<file path="config.mk">
export PLATFORM = sky130hd
export DESIGN_NAME = pam4_tx_fir
export DESIGN_NICKNAME = d
export VERILOG_FILES = /design/src/rtl/pam4_fir_pkg.sv /design/src/rtl/pam4_coef_clamp.sv /design/src/rtl/pam4_tap_term.sv /design/src/rtl/pam4_sat.sv /design/src/rtl/pam4_tx_fir.sv
export SDC_FILE = /design/constraint.sdc
export NUM_CORES = 1
export LEC_CHECK = 0
export BUFFER_PORTS_ARGS = -buffer_cell sky130_fd_sc_hd__buf_2
export CAP_MARGIN = 20
export CELL_PAD_IN_SITES_DETAIL_PLACEMENT = 1
export CELL_PAD_IN_SITES_GLOBAL_PLACEMENT = 2
export CORE_MARGIN = 2
export CORE_UTILIZATION = 38
export CTS_BUF_LIST = sky130_fd_sc_hd__clkbuf_8
export CTS_CLUSTER_DIAMETER = 30
export DETAILED_ROUTE_END_ITERATION = 8
export MAX_ROUTING_LAYER = met4
export PLACE_DENSITY = 0.9
export SLEW_MARGIN = 5
export SYNTH_ARGS = -nofsm -noshare
export SYNTH_HDL_FRONTEND = slang
export SYNTH_HIERARCHICAL = 1
export SYNTH_SLANG_ARGS = --single-unit
</file>
<file path="constraint.sdc">
create_clock -name clk_i -period 7.6 [get_ports clk_i]
set_input_delay 0.76 -clock clk_i [delete_from_list [all_inputs] [get_ports clk_i]]
set_output_delay 0.76 -clock clk_i [all_outputs]
set_load 0.02 [all_outputs]
</file>
<file path="src/rtl/pam4_fir_pkg.sv">
package pam4_fir_pkg;
  typedef logic [1:0] sym_t;
  localparam int NTAPS    = 3;
  localparam int TAP_PRE  = 0;
  localparam int TAP_MAIN = 1;
  localparam int TAP_POST = 2;
endpackage

</file>
<file path="src/rtl/pam4_coef_clamp.sv">
module pam4_coef_clamp #(
  parameter int COEF_W = 8,
  parameter int LO     = -16,
  parameter bit BYPASS = 1'b0
) (
  input  logic signed [COEF_W-1:0] raw_i,
  output logic signed [COEF_W-1:0] eff_o
);
  if (BYPASS) begin : g_pass
    assign eff_o = raw_i;
  end else begin : g_clamp
    localparam logic signed [COEF_W-1:0] LO_V = COEF_W'(LO);
    always_comb begin
      if (!raw_i[COEF_W-1]) eff_o = '0;      // zero or positive
      else if (raw_i < LO_V) eff_o = LO_V;
      else eff_o = raw_i;
    end
  end
endmodule

</file>
<file path="src/rtl/pam4_tap_term.sv">
module pam4_tap_term
  import pam4_fir_pkg::*;
#(
  parameter int COEF_W = 8,
  localparam int TERM_W = COEF_W + 2
) (
  input  sym_t                     sym_i,
  input  logic                     occ_i,
  input  logic signed [COEF_W-1:0] w_msb_i,
  input  logic signed [COEF_W-1:0] w_lsb_i,
  output logic signed [TERM_W-1:0] term_o
);
  logic signed [TERM_W-1:0] m2, l1, m_part, l_part;

  always_comb begin
    m2     = {{2{w_msb_i[COEF_W-1]}}, w_msb_i} <<< 1;
    l1     = {{2{w_lsb_i[COEF_W-1]}}, w_lsb_i};
    m_part = sym_i[1] ? m2 : -m2;
    l_part = sym_i[0] ? l1 : -l1;
    term_o = occ_i ? (m_part + l_part) : '0;
  end
endmodule

</file>
<file path="src/rtl/pam4_sat.sv">
module pam4_sat #(
  parameter int IN_W  = 12,
  parameter int OUT_W = 10
) (
  input  logic signed [IN_W-1:0]  in_i,
  output logic signed [OUT_W-1:0] out_o
);
  if (OUT_W >= IN_W) begin : g_wide
    assign out_o = {{(OUT_W-IN_W){in_i[IN_W-1]}}, in_i};
  end else begin : g_narrow
    localparam int MAX_I = (1 << (OUT_W-1)) - 1;
    localparam int MIN_I = -(1 << (OUT_W-1));
    localparam logic signed [IN_W-1:0] MAX_V = IN_W'(MAX_I);
    localparam logic signed [IN_W-1:0] MIN_V = IN_W'(MIN_I);
    always_comb begin
      if (in_i > MAX_V) out_o = OUT_W'(MAX_I);
      else if (in_i < MIN_V) out_o = OUT_W'(MIN_I);
      else out_o = in_i[OUT_W-1:0];
    end
  end
endmodule

</file>
<file path="src/rtl/pam4_tx_fir.sv">
module pam4_tx_fir
  import pam4_fir_pkg::*;
#(
  parameter int COEF_W = 8,
  parameter int FRAC_W = 6,
  parameter int OUT_W  = 10
) (
  input  logic                     clk_i,
  input  logic                     rst_ni,
  input  logic                     valid_i,
  input  logic [1:0]               sym_i,
  input  logic signed [COEF_W-1:0] pre_msb_i,
  input  logic signed [COEF_W-1:0] pre_lsb_i,
  input  logic signed [COEF_W-1:0] main_msb_i,
  input  logic signed [COEF_W-1:0] main_lsb_i,
  input  logic signed [COEF_W-1:0] post_msb_i,
  input  logic signed [COEF_W-1:0] post_lsb_i,
  output logic                     valid_o,
  output logic signed [OUT_W-1:0]  out_o
);
  localparam int TERM_W  = COEF_W + 2;
  localparam int SUM_W   = TERM_W + 2;
  localparam int PRE_LO  = -(1 << (FRAC_W-2));   // -0.25
  localparam int POST_LO = -(1 << (FRAC_W-1));   // -0.5

  sym_t cur_q, prev_q;
  logic cur_vld_q, prev_vld_q;
  logic valid_q;
  logic signed [OUT_W-1:0] out_q;

  logic signed [COEF_W-1:0] raw_msb [NTAPS];
  logic signed [COEF_W-1:0] raw_lsb [NTAPS];
  logic signed [COEF_W-1:0] eff_msb [NTAPS];
  logic signed [COEF_W-1:0] eff_lsb [NTAPS];
  logic signed [TERM_W-1:0] term    [NTAPS];
  sym_t                     tap_sym [NTAPS];
  logic                     tap_occ [NTAPS];
  logic signed [SUM_W-1:0]  sum;
  logic signed [OUT_W-1:0]  sat_out;

  assign raw_msb[TAP_PRE]  = pre_msb_i;
  assign raw_lsb[TAP_PRE]  = pre_lsb_i;
  assign raw_msb[TAP_MAIN] = main_msb_i;
  assign raw_lsb[TAP_MAIN] = main_lsb_i;
  assign raw_msb[TAP_POST] = post_msb_i;
  assign raw_lsb[TAP_POST] = post_lsb_i;

  // pre tap sees the incoming symbol, main the held one, post the older one
  assign tap_sym[TAP_PRE]  = sym_i;
  assign tap_occ[TAP_PRE]  = 1'b1;
  assign tap_sym[TAP_MAIN] = cur_q;
  assign tap_occ[TAP_MAIN] = cur_vld_q;
  assign tap_sym[TAP_POST] = prev_q;
  assign tap_occ[TAP_POST] = prev_vld_q;

  for (genvar t = 0; t < NTAPS; t++) begin : g_tap
    localparam int LO = (t == TAP_PRE) ? PRE_LO : POST_LO;
    localparam bit BYP = (t == TAP_MAIN);

    pam4_coef_clamp #(.COEF_W(COEF_W), .LO(LO), .BYPASS(BYP)) u_clamp_msb (
      .raw_i(raw_msb[t]), .eff_o(eff_msb[t])
    );
    pam4_coef_clamp #(.COEF_W(COEF_W), .LO(LO), .BYPASS(BYP)) u_clamp_lsb (
      .raw_i(raw_lsb[t]), .eff_o(eff_lsb[t])
    );
    pam4_tap_term #(.COEF_W(COEF_W)) u_term (
      .sym_i  (tap_sym[t]),
      .occ_i  (tap_occ[t]),
      .w_msb_i(eff_msb[t]),
      .w_lsb_i(eff_lsb[t]),
      .term_o (term[t])
    );
  end

  always_comb begin
    sum = '0;
    for (int t = 0; t < NTAPS; t++) begin
      sum = sum + {{(SUM_W-TERM_W){term[t][TERM_W-1]}}, term[t]};
    end
  end

  pam4_sat #(.IN_W(SUM_W), .OUT_W(OUT_W)) u_sat (
    .in_i (sum),
    .out_o(sat_out)
  );

  always_ff @(posedge clk_i or negedge rst_ni) begin
    if (!rst_ni) begin
      cur_q      <= '0;
      prev_q     <= '0;
      cur_vld_q  <= 1'b0;
      prev_vld_q <= 1'b0;
      valid_q    <= 1'b0;
      out_q      <= '0;
    end else begin
      valid_q <= valid_i & cur_vld_q;
      if (valid_i) begin
        cur_q      <= sym_i;
        cur_vld_q  <= 1'b1;
        prev_q     <= cur_q;
        prev_vld_q <= cur_vld_q;
        if (cur_vld_q) out_q <= sat_out;
      end
    end
  end

  assign valid_o = valid_q;
  assign out_o   = out_q;
endmodule

</file>
==> qor.csv <==
metric;value;unit
criticalPathCategory;in2reg;
worstPathMaxFanout;19;
synth-edff-count;0;
hold_path.class;in2async;
numClockSinks;17;
yosys_warnings;6;
grt_overflow_total;0;
areaGrowthSynthToFinish;7.25;%
die_w;109;um
dr_wl_met3;272;um
rsz0062_at_grt;no;
p_clk_frac;0.038;
hold_viol_final;0;
final_cell_area;4460;um2
cp.arrival;6290;ps
gp_congestion;0.850;
clkLatencyLatePin;260;ps
cap_violations;0;
slew_headroom;0.660;
cts_setup_buffers;0;
async_flop_share;1.00;
swShare;0.522;
ys_seq_area_frac;0.102;
ctsResizeCount;0;
dr.pass1.iters;4;
die_h;109;um
fin_nets;660;
fillers;1382;
synthCells;518;
ctsRootBufferMaster;clkbuf_8;
numCtsBuffers;3;
initialDrtViolationCount;103;
drt-met1-wl;5090;um
setup_tns;0;ps
groute.usage.overall;0.185;
htree_levels;1;
setup-violations-final;0;
core;10700;um2
pre_cts_slack;1070;ps
num_vias;3621;
grt_pass1_wl;17200;um
netlist-cell-type-count;55;
p_per_area;420;nW/um2
holdBufCountCts;0;
ctsLongestPathBuffers;2;
p_comb_frac;0.877;
ir_worst_vdd;0.000427;V
r2r-start;cur_q[0]$_DFFE_PN0P_;
grt_pass1_vias;3698;
synth_ff_type;dfrtp_1;
internal_power;895;uW
timing.final.crit_period;6150;ps
rows;38;
power.leakage;2.02;nW
p_total;1.87;mW
worstSetupEndpointType;flop;
worstPathRequired;7750;ps
layout_setup_ws;1450;ps
rr_endpoint;out_o[0]$_DFFE_PN0P_;
reg2reg_depth;19;
cts.clk_slew.worst_paths;70;ps
antenna_found_initial;0;
drc;0;
switchingPower;979;uW
wl_met2;4930;um
fin_skew;4.27;ps
critical_path.endpoint;out_o[0]$_DFFE_PN0P_;
routed_wl;10300;um
setup.worst_path.start;pre_lsb_i[7];
synthesis.area;4160;um2
fin_crit_sh;0.809;
start_util;0.387;
n_antenna_cell;0;
r2r_slack;2210;ps
fmax;163;MHz
crit_path_start_kind;primary input;
seq_power_share;0.084;
cts_tree;built;
drt-vias-per-instance;5.23;
die_area;11800;um2
hold_ws;427;ps
status;finished, final reports clean;
post-dp-hpwl;8820;um
layout-drive-gt1-share;0.208;
antenna_left;0;
io_pins;64;
wire_per_inst;14.9;um
synth.avg_cell_area;8.03;um2
grt_max_degree;20;
io_buffer_count;63;
worst_slew_pin_slew;511;ps
routed.top_layer;met4;
drv_slew;0;
post_dp_cell_area;4410;um2
synth-seq-cells;17;
-- cell usage after synthesis (5+ instances only) --
library cell	number	area, um2
and2b_1	5	37.5
nor4_1	9	56.3
a21boi_0	13	97.6
nor3_1	10	50.1
o21ai_0	16	80.1
a31oi_1	13	81.3
o22ai_1	9	56.3
a21oi_1	26	130
nor2b_1	10	62.6
dfrtp_1	17	425
mux2_2	20	225
clkbuf_1	12	45.0
buf_2	5	25.0
nor3_2	6	60.1
buf_4	23	173
and2_1	23	144
ha_1	40	500
fa_1	14	280
a21o_1	5	37.5
nor2_1	43	161
xnor2_1	27	236
xor2_1	34	298
inv_1	49	184
and4_1	12	105
nand2_1	15	56.3
-- per-layer routing --
metal / global-route usage / vias up
met1: 0.243 / 1725
met2: 0.317 / 51
li1: - / 1839
met5: - / -
met3: 0.0217 / 6
met4: 0.0137 / 0
-- power groups by stage --
| stage | sequential [mW] | clock (mW) | combinational, mW |
|---|---|---|---|
| after floorplan | 0.183 | 0 | 1.39 |
| after global placement | 0.158 | 0 | 1.50 |
| after detailed placement | 0.160 | 0 | 1.61 |
| after CTS | 0.158 | 0.0736 | 1.62 |
| after global routing | 0.162 | 0.0769 | 1.85 |
| final | 0.158 | 0.0719 | 1.64 |
-- stage by stage --
stage          utilization  std cells
5_1_grt              0.415        692
6_report             0.415        692
2_1_floorplan            -        527
4_1_cts              0.414        691
3_3_place_gp         0.410        687
3_5_place_dp         0.410        687
-- final cells by class --
class | count | area [um2] | share of cell area
clock inverters | 1 | 5.00 | 0.00112
clock buffers | 3 | 41.3 | 0.00926
inverters | 50 | 188 | 0.0421
repair buffers | 64 | 323 | 0.0724
flip-flops and latches | 17 | 425 | 0.0954
well taps | 140 | 175 | 0.0393
multi-input cells | 417 | 3300 | 0.740
-- worst min-delay path by stage --
stage | from | endpoint
final | rst_ni | out_o[1]$_DFFE_PN0P_
after global routing | rst_ni | out_o[1]$_DFFE_PN0P_
after CTS | rst_ni | out_o[1]$_DFFE_PN0P_
after detailed placement | out_o[0]$_DFFE_PN0P_ | out_o[0]$_DFFE_PN0P_
after global placement | out_o[5]$_DFFE_PN0P_ | out_o[5]$_DFFE_PN0P_
after floorplan | rst_ni | cur_q[0]$_DFFE_PN0P_
-- worst max-delay path, stage by stage --
cell      delay, ps
buf_2           230
and4_1          270
and2_1          200
inv_1            70
ha_1            280
mux2_2          270
ha_1            220
inv_1            80
fa_1            170
and2b_1         210
o31ai_2         260
a21boi_0        170
nor3_1          170
and3b_1         220
fa_1            440
ha_1            390
a21o_1          190
a21oi_1         210
nand2_1          70
a31oi_1         220
a211o_1         490
a21boi_0        300
o22ai_1         120
mux2_2          280
-- kinds of logic (layout without fill, tap and decap cells) --
| family | Yosys count | after routing | synth area share |
|---|---|---|---|
| and+or+nand+nor | 152 | 152 | 0.209 |
| AOI/OAI and AO/OA | 120 | 120 | 0.206 |
| buffers and inverters | 93 | 118 | 0.112 |
| xor gates and xnor gates | 61 | 61 | 0.129 |
| adders and majority gates | 54 | 54 | 0.188 |
| muxes | 20 | 20 | 0.0542 |
| DFF | 17 | 17 | 0.102 |
| other | 1 | 10 | 0.000902 |
-- cells in the final DEF, fill, tap and decap left out, drive strengths merged, types with 5 or more instances in the layout --
| cell type | instances |
|---|---|
| nor2b | 10 |
| buf | 64 |
| and4 | 12 |
| fa | 14 |
| a31oi | 13 |
| ha | 40 |
| o21ai | 21 |
| inv | 49 |
| nor2 | 46 |
| a21boi | 15 |
| nand2 | 15 |
| and2b | 5 |
| xnor2 | 27 |
| mux2 | 20 |
| xor2 | 34 |
| a21oi | 28 |
| o22ai | 9 |
| dfrtp | 17 |
| a21o | 5 |
| conb | 10 |
| nor4 | 9 |
| nor3 | 16 |
| a211oi | 6 |
| and2 | 24 |
-- state kept, by name, indices dropped and copies added, names as in the netlist --
signal,cells
out_o,10
cur_q,2
prev_q,2
cur_vld_q,1
prev_vld_q,1
valid_o,1
(Power assumes the default switching activity.)
